[src/rtl/urx_pkg.sv]
package urx_pkg;

  localparam int unsigned WORD_MAX = 9;
  localparam int unsigned WORD_MIN = 5;

  typedef enum logic [2:0] {
    PAR_NONE = 3'd0,
    PAR_ODD  = 3'd1,
    PAR_EVEN = 3'd2,
    PAR_ZERO = 3'd3,
    PAR_ONE  = 3'd4
  } par_mode_e;

  typedef enum logic {
    RX_IDLE = 1'b0,
    RX_RUN  = 1'b1
  } rx_state_e;

  // True when the sampled parity bit agrees with the selected mode.
  function automatic logic parity_good(par_mode_e mode, logic pbit,
                                       logic [WORD_MAX-1:0] word);
    logic tot;
    tot = (^word) ^ pbit;
    case (mode)
      PAR_ODD:  parity_good = tot;
      PAR_EVEN: parity_good = ~tot;
      PAR_ZERO: parity_good = ~pbit;
      PAR_ONE:  parity_good = pbit;
      default:  parity_good = 1'b1;
    endcase
  endfunction

endpackage

[src/rtl/urx_sync.sv]
module urx_sync #(
  parameter int unsigned STAGES = 2
) (
  input  logic clk,
  input  logic rst,
  input  logic din,
  output logic dout,
  output logic fall
);
  logic [STAGES:0] chain;

  always_ff @(posedge clk) begin
    if (rst) chain <= '1;
    else     chain <= {chain[STAGES-1:0], din};
  end

  assign dout = chain[STAGES-1];
  assign fall = chain[STAGES] & ~chain[STAGES-1];
endmodule

[src/rtl/urx_timer.sv]
module urx_timer #(
  parameter int unsigned PER_W = 16
) (
  input  logic             clk,
  input  logic             rst,
  input  logic             start,
  input  logic             run,
  input  logic [PER_W-1:0] period,
  output logic             strobe
);
  logic [PER_W-1:0] cnt;
  logic [PER_W-1:0] per_q;

  assign strobe = run && (cnt == PER_W'(1));

  always_ff @(posedge clk) begin
    if (rst) begin
      cnt   <= '0;
      per_q <= '0;
    end else if (start) begin
      per_q <= period;
      cnt   <= period >> 1;
    end else if (run) begin
      if (cnt == PER_W'(1)) cnt <= per_q;
      else                  cnt <= cnt - PER_W'(1);
    end
  end
endmodule

[src/rtl/urx_shift.sv]
module urx_shift #(
  parameter int unsigned DW = 9
) (
  input  logic          clk,
  input  logic          rst,
  input  logic          clear,
  input  logic          shift,
  input  logic          bit_i,
  input  logic          msb_first,
  input  logic [3:0]    nbits,
  output logic [DW-1:0] word
);
  logic [DW-1:0] lsb_nxt;

  always_comb begin
    for (int i = 0; i < DW; i++) begin
      if (i == int'(nbits) - 1)           lsb_nxt[i] = bit_i;
      else if (i < int'(nbits) - 1)       lsb_nxt[i] = word[i+1];
      else                                lsb_nxt[i] = 1'b0;
    end
  end

  always_ff @(posedge clk) begin
    if (rst || clear) word <= '0;
    else if (shift) begin
      if (msb_first) word <= {word[DW-2:0], bit_i};
      else           word <= lsb_nxt;
    end
  end
endmodule

[src/rtl/uart_frame_rx.sv]
module uart_frame_rx
  import urx_pkg::*;
#(
  parameter int unsigned PER_W       = 16,
  parameter int unsigned SYNC_STAGES = 2
) (
  input  logic                clk,
  input  logic                rst,
  input  logic                rxd_i,
  input  logic [PER_W-1:0]    cfg_period_i,
  input  logic [3:0]          cfg_nbits_i,
  input  logic                cfg_msb_first_i,
  input  logic [2:0]          cfg_parity_i,
  output logic [WORD_MAX-1:0] data_o,
  output logic                valid_o,
  output logic                start_err_o,
  output logic                parity_err_o,
  output logic                stop_err_o
);
  localparam int unsigned IDX_W = $clog2(WORD_MAX + 3);

  rx_state_e           state_q;
  logic [IDX_W-1:0]    idx_q;
  logic [3:0]          nbits_q;
  logic                msb_q;
  par_mode_e           par_q;
  logic                start_bad_q;
  logic                par_bad_q;

  logic                line;
  logic                fall;
  logic                strobe;
  logic                open_frame;
  logic                in_data;
  logic [WORD_MAX-1:0] word;
  logic [3:0]          nbits_in;
  par_mode_e           par_in;
  logic [IDX_W-1:0]    last_idx;

  urx_sync #(.STAGES(SYNC_STAGES)) u_sync (
    .clk(clk), .rst(rst), .din(rxd_i), .dout(line), .fall(fall)
  );

  assign open_frame = (state_q == RX_IDLE) && fall;

  urx_timer #(.PER_W(PER_W)) u_timer (
    .clk(clk), .rst(rst), .start(open_frame), .run(state_q == RX_RUN),
    .period(cfg_period_i), .strobe(strobe)
  );

  assign in_data = strobe && (idx_q != '0) && (IDX_W'(nbits_q) >= idx_q);

  urx_shift #(.DW(WORD_MAX)) u_shift (
    .clk(clk), .rst(rst), .clear(open_frame), .shift(in_data),
    .bit_i(line), .msb_first(msb_q), .nbits(nbits_q), .word(word)
  );

  // Clamp the word length into the supported range.
  always_comb begin
    if (cfg_nbits_i < 4'(WORD_MIN))      nbits_in = 4'(WORD_MIN);
    else if (cfg_nbits_i > 4'(WORD_MAX)) nbits_in = 4'(WORD_MAX);
    else                                 nbits_in = cfg_nbits_i;
  end

  always_comb begin
    case (cfg_parity_i)
      3'd1:    par_in = PAR_ODD;
      3'd2:    par_in = PAR_EVEN;
      3'd3:    par_in = PAR_ZERO;
      3'd4:    par_in = PAR_ONE;
      default: par_in = PAR_NONE;
    endcase
  end

  assign last_idx = IDX_W'(nbits_q) + IDX_W'(1) + IDX_W'(par_q != PAR_NONE);

  always_ff @(posedge clk) begin
    if (rst) begin
      state_q      <= RX_IDLE;
      idx_q        <= '0;
      nbits_q      <= 4'd8;
      msb_q        <= 1'b0;
      par_q        <= PAR_NONE;
      start_bad_q  <= 1'b0;
      par_bad_q    <= 1'b0;
      data_o       <= '0;
      valid_o      <= 1'b0;
      start_err_o  <= 1'b0;
      parity_err_o <= 1'b0;
      stop_err_o   <= 1'b0;
    end else begin
      valid_o      <= 1'b0;
      start_err_o  <= 1'b0;
      parity_err_o <= 1'b0;
      stop_err_o   <= 1'b0;
      case (state_q)
        RX_IDLE: begin
          if (fall) begin
            state_q     <= RX_RUN;
            idx_q       <= '0;
            nbits_q     <= nbits_in;
            msb_q       <= cfg_msb_first_i;
            par_q       <= par_in;
            start_bad_q <= 1'b0;
            par_bad_q   <= 1'b0;
          end
        end
        RX_RUN: begin
          if (strobe) begin
            idx_q <= idx_q + IDX_W'(1);
            if (idx_q == '0) begin
              start_bad_q <= line;
            end else if (idx_q == last_idx) begin
              valid_o      <= 1'b1;
              data_o       <= word;
              start_err_o  <= start_bad_q;
              parity_err_o <= par_bad_q;
              stop_err_o   <= ~line;
              state_q      <= RX_IDLE;
            end else if (idx_q > IDX_W'(nbits_q)) begin
              par_bad_q <= ~parity_good(par_q, line, word);
            end
          end
        end
        default: state_q <= RX_IDLE;
      endcase
    end
  end
endmodule

[config.mk]
export PLATFORM = sky130hd
export DESIGN_NAME = uart_frame_rx
export DESIGN_NICKNAME = d
export VERILOG_FILES = /design/src/rtl/urx_pkg.sv /design/src/rtl/urx_sync.sv /design/src/rtl/urx_timer.sv /design/src/rtl/urx_shift.sv /design/src/rtl/uart_frame_rx.sv
export SDC_FILE = /design/constraint.sdc
export NUM_CORES = 1
export LEC_CHECK = 0
export BUFFER_PORTS_ARGS = -buffer_cell sky130_fd_sc_hd__buf_2
export CAP_MARGIN = 10
export CORE_ASPECT_RATIO = 2
export CORE_MARGIN = 1.5
export CORE_UTILIZATION = 50
export DETAILED_ROUTE_END_ITERATION = 8
export PLACE_DENSITY = 0.83
export SYNTH_ARGS = -nofsm -noshare
export SYNTH_HDL_FRONTEND = slang
export SYNTH_HIERARCHICAL = 1
export SYNTH_SLANG_ARGS = --single-unit
export TNS_END_PERCENT = 1
[constraint.sdc]
create_clock -name clk -period 2.35 [get_ports clk]
set_input_delay 0.47 -clock clk [delete_from_list [all_inputs] [get_ports clk]]
set_output_delay 0.47 -clock clk [all_outputs]
set_load 0.01 [all_outputs]
# Word-level counts from Yosys, hierarchy flattened
# Cells that the tools add are included.
# W data, S select, Z words.
# word_totals
input_bits	27
output_inout_bits	13
wordCells	137
ff_bits	72
# op_classes
n_reduce_logical	19
magnitude_cmp	13
add_sub_neg	5
eq_ne	24
n_bitwise	9
mux	50
# op_table
cell	count
$eq A4 B32 Y1 const A	4
$lt A4 B32 Y1 const A	4
$eq A3 B32 Y1 const A	2
$lt A3 B32 Y1 const A	2
$mux W1	36
$eq A2 B32 Y1 const A	1
$eq A5 B32 Y1 const A	1
$logic_not A32 Y1	1
$lt A1 B32 Y1 const A	1
$lt A2 B32 Y1 const A	1
$lt A5 B32 Y1 const A	1
$mux W15	2
$eq A16 B1 Y1 const B	1
$mux W16	1
$mux W4	4
$sub A16 B1 Y16 const B	1
$eq A3 B2 Y1 const B	4
$pmux W3 S4	1
$mux W9	1
$reduce_xor A9 Y1	1
$add A4 B1 Y4 const B	2
$pmux W4 S2	1
$not A1 Y1	7
$eq A3 B1 Y1 const B	2
other kinds (27)	38

# Depth between registers and ports, before layout
# Gate-level depths: netlist (run 1).
# depth
depth_word	16
ltp_mapped	11
mapped_depth_nobuf	10

# Cells and area by module
# Netlist (run 1), hierarchy kept.
# modules_own_cells
mod	instances	area_each_um2	cells_each	seq_area_each_um2
urx_timer	1	1868.0	215	640.6
uart_frame_rx	1	1462.7	163	560.5
urx_shift	1	877.1	121	180.2
urx_sync	1	85.1	7	60.1

# Least setup slack after synthesis (run 1)
# Ideal clock, no wire load.
# synth_path
kind	reg2reg
start	reg nbits_q[0]
end	reg u_shift.word[0]
path_buffers	2
setup_time_ps	74
arrival_time_ps	2394
path_stages_with_launch	11
required_ps	2276
slack_ps	-119
synth_period_minus_slack_ps	2469
path_cell_list	dfxtp_1 buf_2 inv_1 ha_1 buf_2 or3b_2 ha_1 nand2_1 a2111oi_0 a31oi_1 a31oi_1
# synth_via
elab_chain_len	5
word_cells_on_any_way	8
classes_between	add/sub (1); order compare (2); mux (3); reduce/logical (2)
# synth_rtl
item	line_no	source
from (decl)	uart_frame_rx.sv:24	logic [3:0] nbits_q;
from (signal assigned)	uart_frame_rx.sv:101	nbits_q <= nbits_in;
$sub A4 B1 Y5	urx_shift.sv:17, urx_shift.sv:18	
$lt A1 B32 Y1	urx_shift.sv:18	else if (i < int'(nbits) - 1) lsb_nxt[i] = word[i+1];
$mux W1	urx_shift.sv:18	
$mux W1	urx_shift.sv:17	if (i == int'(nbits) - 1) lsb_nxt[i] = bit_i;
$mux W9	urx_shift.sv:26	if (msb_first) word <= {word[DW-2:0], bit_i};
to (signal assigned)	urx_shift.sv:26	
to (signal assigned)	urx_shift.sv:27	else word <= lsb_nxt;
to (decl)	urx_shift.sv:11	output logic [DW-1:0] word
# Parallel ways exist; a longest one is shown, timed or not.
# A chain may end at the register's enable or synchronous reset.

# Worst setup path in the final report (run 1)
# Same ends and word-level chain as after synthesis.

==> results of run 1 <==
==> layout by cell type, fill, tap and decap left out, types with 11 or more instances in the layout <==
master / n
nor3_1: 18
a21oi_1: 22
nand2b_1: 12
nor2b_1: 11
mux2i_1: 27
inv_1: 16
ha_1: 14
dfxtp_1: 71
a31oi_1: 12
nand2_1: 28
xnor2_1: 13
nor2_1: 55
buf_2: 39
buf_4: 34
o21ai_0: 21
a22oi_1: 11
nand3_1: 12
==> cell families (layout without fill, tap and decap cells) <==
family | Yosys count | after routing | share of synthesized area (%)
buffers and inverters | 50 | 107 | 5.28
AOI/OAI and AO/OA | 122 | 122 | 19.4
and+or+nand+nor | 200 | 200 | 26.6
adders and majority gates | 15 | 15 | 4.37
muxes | 27 | 27 | 6.30
xor gates and xnor gates | 20 | 20 | 4.40
DFF | 72 | 72 | 33.6
==> worst max-delay path: stages, from the launching register on <==
cell	delay, ps
dfxtp_1	330
inv_1	140
ha_4	230
or3b_2	480
ha_1	330
nand2_1	70
a2111oi_2	360
a31oi_1	100
a31oi_1	190
==> layout make-up <==
class                           count  share of cell area [%]
Multi-Input combinational cell    384                    52.5
Inverter                           18                    1.32
Clock inverter                      5                    1.59
Tap cell                           98                    2.40
Clock buffer                       10                    4.68
Timing Repair Buffer               74                    9.22
Sequential cell                    72                    28.3
==> state kept, by name (all words and copies together), names as in the netlist, 3 cells and up <==
| signal | flops |
|---|---|
| u_timer/cnt | 16 |
| u_timer/per_q | 16 |
| data_o | 9 |
| u_shift/word | 9 |
| idx_q | 4 |
| nbits_q | 4 |
| par_q | 3 |
| u_sync/chain | 3 |
==> stage by stage <==
stage | power [mW] | instance area, um^2 | cells | TNS (ps) | hold WS [ps]
final | 3.55 | 5100 | 661 | 0 | 346
after global routing | 3.68 | 5100 | 661 | -601 | 347
after CTS | 3.55 | 5070 | 661 | 0 | 341
after detailed placement | 2.07 | 4750 | 646 | 0 | 393
after global placement | 2.05 | 4750 | 646 | 0 | 401
after floorplan | 1.86 | 4320 | 506 | -7.64 | 383
==> per-layer routing <==
metal | GRT usage (%) | wire (um) | vias to the layer above
met5 | 0 | 0 | -
met4 | 20.7 | 869 | 0
met3 | 5.96 | 602 | 80
met2 | 48.0 | 6340 | 211
met1 | 27.0 | 4090 | 1943
li1 | - | - | 1954
==> power breakdown <==
part	switching, mW	internal, mW
Combinational	0.421	0.333
Sequential	0.0599	1.27
Clock	0.516	0.951
Total	0.997	2.55
==> synth_stat cells, types with 12 or more instances <==
cell,count
ha_1,15
o21ai_0,22
dfxtp_1,72
nand2_1,28
inv_1,17
nand2b_1,13
a21oi_1,22
nor2_1,55
xnor2_1,13
nand3_1,12
mux2i_1,27
clkbuf_1,15
nor3_1,19
a31oi_1,12
==> final timing paths <==
check,startpoint,endpoint,slack [ps]
max,nbits_q[0],u_shift/word[0],40
min,rxd_i,u_sync/chain[0],350
max reg2reg,nbits_q[0],u_shift/word[0],40
min reg2reg,u_sync/chain[0],u_sync/chain[1],400
==> metrics.csv, run 1 <==
stage,metric,value,unit
outcome,status,finished clean,
synthesis,synthCells,506,
clock_tree,cts.repair.resized,0,
worst_setup_path,path_class,register to register,
synthesis,synth_warnings,6,
sta,post-route-min-period,2310,ps
synthesis,synth_nets,548,
worst_setup_path,worstPathArrival,2570,ps
floorplan,num_io_pins,40,
power,vdd_drop_max,0.406,mV
cells_and_area,final_nets,601,
grt,grt_pass1_vias,4167,
detailed_routing,firstDrtPassIters,5,
cells_and_area,area_growth,18.9,%
worst_setup_path,worst_setup_path_end_kind,register,
synthesis,synth_edf_count,0,
clock_tree,hold_buffers,0,
cells_and_area,fill_cells,685,
synthesis,yosysTopAreaCellShare,33.6,%
detailed_routing,wl_per_cell,18.0,um
floorplan,initial_core_util,51.8,%
clock_tree,clk_latency,340,ps
placement,gp_congestion,0.927,
clock_tree,htreeDepth,3,
grt,antenna_found_initial,0,
synthesis,synthFlopType,dfxtp_1,
grt,grt_usage,27.7,%
cells_and_area,multiInputGateArea,0.00268,mm^2
detailed_routing,vias,4188,
worst_setup_path,cp_max_fo,12,
clock_tree,clk_pin_slew,50,ps
placement,place_hpwl,8680,um
clock_tree,cts_buffers,9,
sta,max_slew_margin,57.3,%
detailed_routing,drtAntennaViolNets,0,
grt,grt_max_degree,28,
floorplan,coreArea,0.00829,mm^2
synthesis,ys_async_sr_fraction,0,%
cells_and_area,drive_above_1_share,21.1,%
detailed_routing,drc,0,
synthesis,synthTopCellsByArea,"dfxtp_1 34%, mux2i_1 6.3%, nor2_1 4.8%",
synthesis,synth_top_cell_by_area,dfxtp_1,
sta,setup_viol,0,
clock_tree,cts_sinks,72,
sta,hold_viol,0,
grt,grt_pass1_wl,19200,um
sta,worstMarginPinSlew,639,ps
sta,rsz0062_at_grt,true,
synthesis,synth_area,0.00429,mm^2
placement,preCtsSetupSlack,72.7,ps
grt,overflow,0,
synthesis,ys_seq_area_share,33.6,%
sta,finClkSkew,6.10,ps
min_path,hp-class,input pin to register,
sta,finalCritPeriodShare,98.4,%
worst_setup_path,reg2regPathDepth,8,
detailed_routing,drt-initial-drc-count,358,
floorplan,fp-row-count,47,
placement,portBuffers,39,
clock_tree,cts_tree,yes,
floorplan,dieArea,0.00918,mm^2
synthesis,synth-seq-cells,72,
clock_tree,post_cts_buffers,0,
detailed_routing,viasPerCell,6.34,
detailed_routing,totalWireLength,11900,um
power,power_density,696,mW/mm^2
cells_and_area,register_area,0.00144,mm^2
cells_and_area,num_antenna_cells,0,
floorplan,fp.dieW,68.5,um
synthesis,ys_types,76,
sta,maxSlewViolCount,0,
floorplan,die-height,134,um
worst_setup_path,critPathRequiredTime,2610,ps
clock_tree,clock_path_buffers,2,
worst_setup_path,crit_path_start_kind,register,
clock_tree,cts_root_buf,clkbuf_16,
min_path,whs_path_depth,2,
cells_and_area,post-route-util,61.6,%
sta,setup_ws,38.3,ps
sta,clock.fmax,0.433,GHz
power,p_leak,1.94,nW
job,drv_cap,0,
synthesis,avgSynthCellArea,8.48,um^2
No activity file was read; power rests on OpenSTA's default activity.
==> run 2: changes to the inputs <==
ABC_AREA = 1   (was default)
CTS_CLUSTER_SIZE = 30   (was default)
==> metrics.csv, run 2 <==
stage,metric,value,unit
outcome,status,finished clean,
worst_setup_path,crit_path_cell_trace,"ha_1, inv_1, nor2_1, nand2_1, nor2_4, nand2_2, nor2_1, and3_1, clkinv_1, a21oi_1, nand3_1, nand2_1, inv_1",
worst_setup_path,reg2regPathDepth,13,
synthesis,ys_types,39,
clock_tree,cts_root_buf,clkbuf_16,
power,p_leak,2.37,nW
synthesis,synth_nets,688,
floorplan,dieArea,0.00922,mm^2
sta,rsz0062_at_grt,false,
clock_tree,cts_tree,yes,
cells_and_area,num_antenna_cells,0,
worst_setup_path,worstPathArrival,2400,ps
grt,grt_max_degree,23,
floorplan,fp-row-count,47,
min_path,hp-class,input pin to register,
power,vdd_drop_max,0.389,mV
job,drv_cap,0,
clock_tree,post_cts_buffers,0,
worst_setup_path,cp_max_fo,10,
grt,overflow,0,
grt,grt_pass1_wl,18300,um
clock_tree,clock_path_buffers,2,
clock_tree,clk_pin_slew,70,ps
synthesis,ys_async_sr_fraction,0,%
detailed_routing,viasPerCell,5.49,
synthesis,synthFlopType,dfxtp_1,
synthesis,ys_seq_area_share,33.4,%
cells_and_area,final_cell_mix,"164 x nand2_1, 78 x inv_1, 72 x dfxtp_1",
worst_setup_path,critPathMaxStageDelay,400,ps
synthesis,synth_edf_count,0,
detailed_routing,vias,4405,
detailed_routing,drc,0,
floorplan,die-height,134,um
worst_setup_path,worst_setup_path_end_kind,register,
cells_and_area,reg.largest.list,"u_timer/cnt: 16 flops, u_timer/per_q: 16 flops",
synthesis,synthCells,646,
worst_setup_path,critPathRequiredTime,2580,ps
grt,grt.busiest_layer,met2,
sta,max_slew_margin,67.7,%
synthesis,synth_warnings,6,
sta,finalCritPeriodShare,92.3,%
clock_tree,cts_buffers,9,
grt,grt_usage,26.2,%
cells_and_area,area_growth,15.6,%
worst_setup_path,worst_path_max_delay_cell,dfxtp_1,
floorplan,initial_core_util,51.6,%
sta,worstMarginPinSlew,484,ps
power,power_density,657,mW/mm^2
placement,preCtsSetupSlack,117,ps
sta,hold_viol,0,
synthesis,yosysMostFrequentCell,nand2_1,
grt,grtUsageMet2,47.5,%
clock_tree,clk_latency,340,ps
cells_and_area,fill_cells,744,
worst_setup_path,r2r_start,u_timer/cnt[0],
floorplan,num_io_pins,40,
worst_setup_path,worst-path-buf-inv,3,
detailed_routing,drt-initial-drc-count,289,
synthesis,avgSynthCellArea,6.67,um^2
worst_setup_path,crit_path_start_kind,register,
min_path,whs_path_depth,3,
worst_setup_path,path_class,register to register,
cells_and_area,register_area,0.00144,mm^2
placement,place_hpwl,8930,um
cells_and_area,final_common_cell,nand2_1,
sta,setup_viol,0,
floorplan,fp.dieW,68.7,um
sta,setup_tns,0,ps
worst_setup_path,critical_path.startpoint,u_timer/cnt[0],
synthesis,synthTopCellsByArea,"dfxtp_1 33%, nand2_1 14%, nand3_1 7.5%",
sta,finClkSkew,12.0,ps
floorplan,coreArea,0.00835,mm^2
grt,antenna_found_initial,0,
min_path,hp-start,rxd_i,
placement,portBuffers,39,
worst_setup_path,path_depth,13,
synthesis,synth_commonest_cells,"164 x nand2_1, 78 x inv_1, 72 x dfxtp_1",
clock_tree,cts_sinks,72,
sta,setup_ws,181,ps
worst_setup_path,cp_top_family,simple AND/OR/NAND/NOR gates,
sta,clock.fmax,0.461,GHz
clock_tree,htreeDepth,3,
grt,grt_pass1_vias,4202,
cells_and_area,drive_above_1_share,16.6,%
synthesis,synth_top_cell_by_area,dfxtp_1,
detailed_routing,firstDrtPassIters,5,
detailed_routing,wl_per_cell,14.3,um
synthesis,synth_area,0.00431,mm^2
cells_and_area,final_nets,741,
grt,globalRouteMet3Util,6.29,%
synthesis,yosysTopAreaCellShare,33.4,%
grt,met1_usage,23.4,%
sta,holdWs,300,ps
sta,post-route-min-period,2170,ps
synthesis,synth-seq-cells,72,
sta,maxSlewViolCount,0,
detailed_routing,drtAntennaViolNets,0,
placement,gp_congestion,0.940,
detailed_routing,totalWireLength,11400,um
cells_and_area,multiInputGateArea,0.00246,mm^2
run 2: worst register-to-register path: stages (launching register included):
cell,delay (ps)
dfxtp_1,400
ha_1,170
inv_1,40
nor2_1,80
nand2_1,100
nor2_4,120
nand2_2,60
nor2_1,240
and3_1,240
clkinv_1,250
a21oi_1,210
nand3_1,90
nand2_1,60
inv_1,30
run 2: where the power goes:
group	leakage (nW)	internal (mW)	switching, mW
Clock	0.135	0.734	0.569
Sequential	0.585	1.26	0.0409
Combinational	1.65	0.235	0.431
run 2: per-layer routing:
layer / part of all wire [%] / vias to the layer above / wire length [um]
met4: 6.5 / 0 / 749
met3: 4.7 / 60 / 541
met2: 54 / 151 / 6190
li1: - / 2202 / -
met1: 35 / 1992 / 3960
met5: 0 / - / 0
run 2: worst paths after layout:
check	endpoint	slack, ps
worst max-delay path	u_shift/word[1]	180
worst min-delay path	u_sync/chain[0]	300
worst max register to register	u_shift/word[1]	180
worst min register to register	u_sync/chain[1]	430
run 2: layout make-up:
cell class | instances | area share (%)
Sequential cell | 72 | 28.9
Tap cell | 98 | 2.46
Multi-Input combinational cell | 469 | 49.4
Clock inverter | 7 | 1.23
Inverter | 90 | 6.88
Clock buffer | 9 | 4.52
Timing Repair Buffer | 57 | 6.63
run 2: kinds of logic (layout without fill, tap and decap cells):
| group | after synthesis | count (layout) | synth area share, % |
|---|---|---|---|
| fa+ha+maj | 15 | 15 | 4.35 |
| flops | 72 | 72 | 33.4 |
| compound gates | 115 | 115 | 15.2 |
| xor+xnor | 13 | 13 | 2.64 |
| simple gates | 326 | 326 | 34.6 |
| buf+inv | 105 | 163 | 9.78 |
run 2: timing repair:
item,in CTS,in global routing
hold buffers,0,0
endpoints found under the setup margin,0,10
gates resized for setup,0,2
run 2: per-stage QoR:
step	area [um^2]	total power [mW]	instances	utilization [%]
floorplan	4310	1.81	646	-
global placement	4690	1.97	786	56.1
detailed placement	4690	1.98	786	56.1
CTS	4970	3.28	802	59.6
global route	4980	3.43	802	59.7
finish	4980	3.27	802	59.7
==> run 3: changes to the inputs <==
CORE_ASPECT_RATIO = 1.1   (was 2)
PLACE_DENSITY = 0.8   (was 0.83)
clock period = 2.6 ns   (was 2.35 ns; I/O delays follow)
==> metrics.csv, run 3 (synthesis gave the netlist of run 2 again) <==
stage,metric,value,unit
cells_and_area,register_area,0.00144,mm^2
clock_tree,cts_tree,yes,
sta,post-route-min-period,2310,ps
grt,overflow,0,
cells_and_area,final_nets,731,
outcome,status,finished clean,
worst_setup_path,reg2regPathDepth,15,
clock_tree,clk_pin_slew,80,ps
floorplan,initial_core_util,51.5,%
clock_tree,clock_path_buffers,2,
sta,setup_tns,0,ps
sta,finClkSkew,10.3,ps
worst_setup_path,crit_path_start_kind,register,
grt,globalRouteMet3Util,4.39,%
worst_setup_path,worst-path-buf-inv,3,
detailed_routing,wl_per_cell,13.4,um
clock_tree,htreeDepth,3,
sta,worstMarginPinSlew,659,ps
detailed_routing,drtAntennaViolNets,0,
clock_tree,hold_buffers,0,
cells_and_area,final_common_cell,nand2_1,
detailed_routing,drt-initial-drc-count,189,
sta,maxSlewViolCount,0,
worst_setup_path,r2r_start,u_timer/cnt[0],
clock_tree,cts_sinks,72,
cells_and_area,area_growth,12.0,%
clock_tree,clk_latency,350,ps
detailed_routing,drc,0,
floorplan,fp.dieW,91.5,um
power,power_density,555,mW/mm^2
clock_tree,cts_buffers,9,
worst_setup_path,path_class,register to register,
floorplan,coreArea,0.00836,mm^2
min_path,hp-class,input pin to register,
worst_setup_path,cp_max_fo,12,
worst_setup_path,crit_path_cell_trace,"ha_1, inv_1, nor2_1, nand2_1, nor2_4, nand2_2, nor2_1, nand2_1, inv_1, nand2_1, nor2_4, nand2_4, clkinv_4, nand2_1, nand2_1",
grt,met1_usage,28.5,%
worst_setup_path,worst_setup_path_end_kind,register,
cells_and_area,drive_above_1_share,15.3,%
min_path,hold_path_end,u_sync/chain[0],
grt,grt_pass1_wl,18200,um
floorplan,die-height,100,um
detailed_routing,vias,4316,
power,vdd_drop_max,0.347,mV
floorplan,num_io_pins,40,
clock_tree,cts_root_buf,clkbuf_8,
placement,portBuffers,39,
cells_and_area,num_antenna_cells,0,
cells_and_area,final_cell_mix,"164 x nand2_1, 78 x inv_1, 72 x dfxtp_1",
sta,finalCritPeriodShare,88.7,%
grt,grt.busiest_layer,met2,
worst_setup_path,worst_path_max_delay_cell,dfxtp_1,
cells_and_area,reg.largest.list,"u_timer/cnt: 16 flops, u_timer/per_q: 16 flops",
grt,grt_pass1_vias,3998,
detailed_routing,viasPerCell,5.36,
sta,rsz0062_at_grt,false,
cells_and_area,fill_cells,807,
detailed_routing,firstDrtPassIters,6,
sta,clock.fmax,0.434,GHz
placement,place_hpwl,8130,um
worst_setup_path,cp_top_family,simple AND/OR/NAND/NOR gates,
grt,antenna_found_initial,0,
worst_setup_path,worstPathArrival,2600,ps
worst_setup_path,critPathMaxStageDelay,430,ps
placement,gp_congestion,1.03,
clock_tree,cts.repair.resized,0,
job,drv_cap,0,
grt,grtUsageMet2,44.0,%
min_path,whs_path_depth,3,
grt,grt_max_degree,22,
sta,max_slew_margin,56.0,%
clock_tree,post_cts_buffers,0,
grt,grt_usage,24.6,%
placement,preCtsSetupSlack,349,ps
min_path,hp-start,rxd_i,
detailed_routing,totalWireLength,10800,um
power,p_leak,2.29,nW
sta,hold_viol,0,
sta,setup_viol,0,
floorplan,fp-row-count,35,
worst_setup_path,cpMostUsedCell,nand2_1,
floorplan,dieArea,0.00919,mm^2
worst_setup_path,r2r_slack,290,ps
cells_and_area,multiInputGateArea,0.00245,mm^2
worst_setup_path,rr_endpoint,data_o[3],
sta,setup_ws,293,ps
worst_setup_path,critPathRequiredTime,2900,ps
[run 3: cell types whose count changed in the layout (fill, tap and decap cells not counted)]
| cell | before | now |
|---|---|---|
| nor3_2 | 1 | 0 |
| bufinv_16 | 0 | 1 |
| clkbuf_8 | 0 | 9 |
| inv_8 | 1 | 0 |
| clkinv_2 | 0 | 1 |
| buf_4 | 18 | 8 |
| clkinvlp_4 | 2 | 1 |
| clkbuf_16 | 9 | 0 |
| nor2_4 | 6 | 5 |
| nor3_1 | 4 | 5 |
| nor2_2 | 6 | 7 |
[run 3: through the flow]
step	cells	instance area [um^2]	hold WS, ps	util, %	power (mW)
2_1_floorplan	646	4310	387	-	1.63
3_3_place_gp	789	4630	402	55.3	1.75
3_5_place_dp	789	4630	406	55.3	1.77
4_1_cts	805	4830	328	57.8	2.69
5_1_grt	805	4830	336	57.8	2.83
6_report	805	4830	334	57.8	2.68
[run 3: layer usage]
metal,wire (um),up-vias,share of wire (%)
met1,4570,1964,42
li1,-,2186,-
met4,279,0,2.6
met3,539,33,5.0
met5,0,-,0
met2,5430,133,50
[run 3: final cells by class]
type,count,area share (%)
Tap cell,111,2.87
Multi-Input combinational cell,469,50.7
Clock inverter,7,1.61
Timing Repair Buffer,47,5.28
Inverter,90,7.10
Sequential cell,72,29.8
Clock buffer,9,2.56
[run 3: worst max path at each step]
stage | endpoint | slack, ps | cells past startpoint | start
after global placement | state_q | 450 | 11 | par_q[0]
after floorplan | u_shift/word[1] | 550 | 15 | u_timer/cnt[0]
after detailed placement | data_o[3] | 350 | 15 | u_timer/cnt[0]
after global routing | par_bad_q | 110 | 15 | u_timer/cnt[0]
final | data_o[3] | 290 | 15 | u_timer/cnt[0]
after CTS | data_o[3] | 290 | 15 | u_timer/cnt[0]
[run 3: worst register-to-register path: stages (launching register included)]
cell      delay, ps
dfxtp_1         430
ha_1            190
inv_1            40
nor2_1           80
nand2_1         100
nor2_4          260
nand2_2          90
nor2_1          150
nand2_1         140
inv_1           160
nand2_1         120
nor2_4          160
nand2_4         110
clkinv_4         90
nand2_1          60
nand2_1          80
[run 3: power breakdown]
group,switching (mW),internal (mW)
logic,0.371,0.201
clock network,0.475,0.453
registers,0.0419,1.14
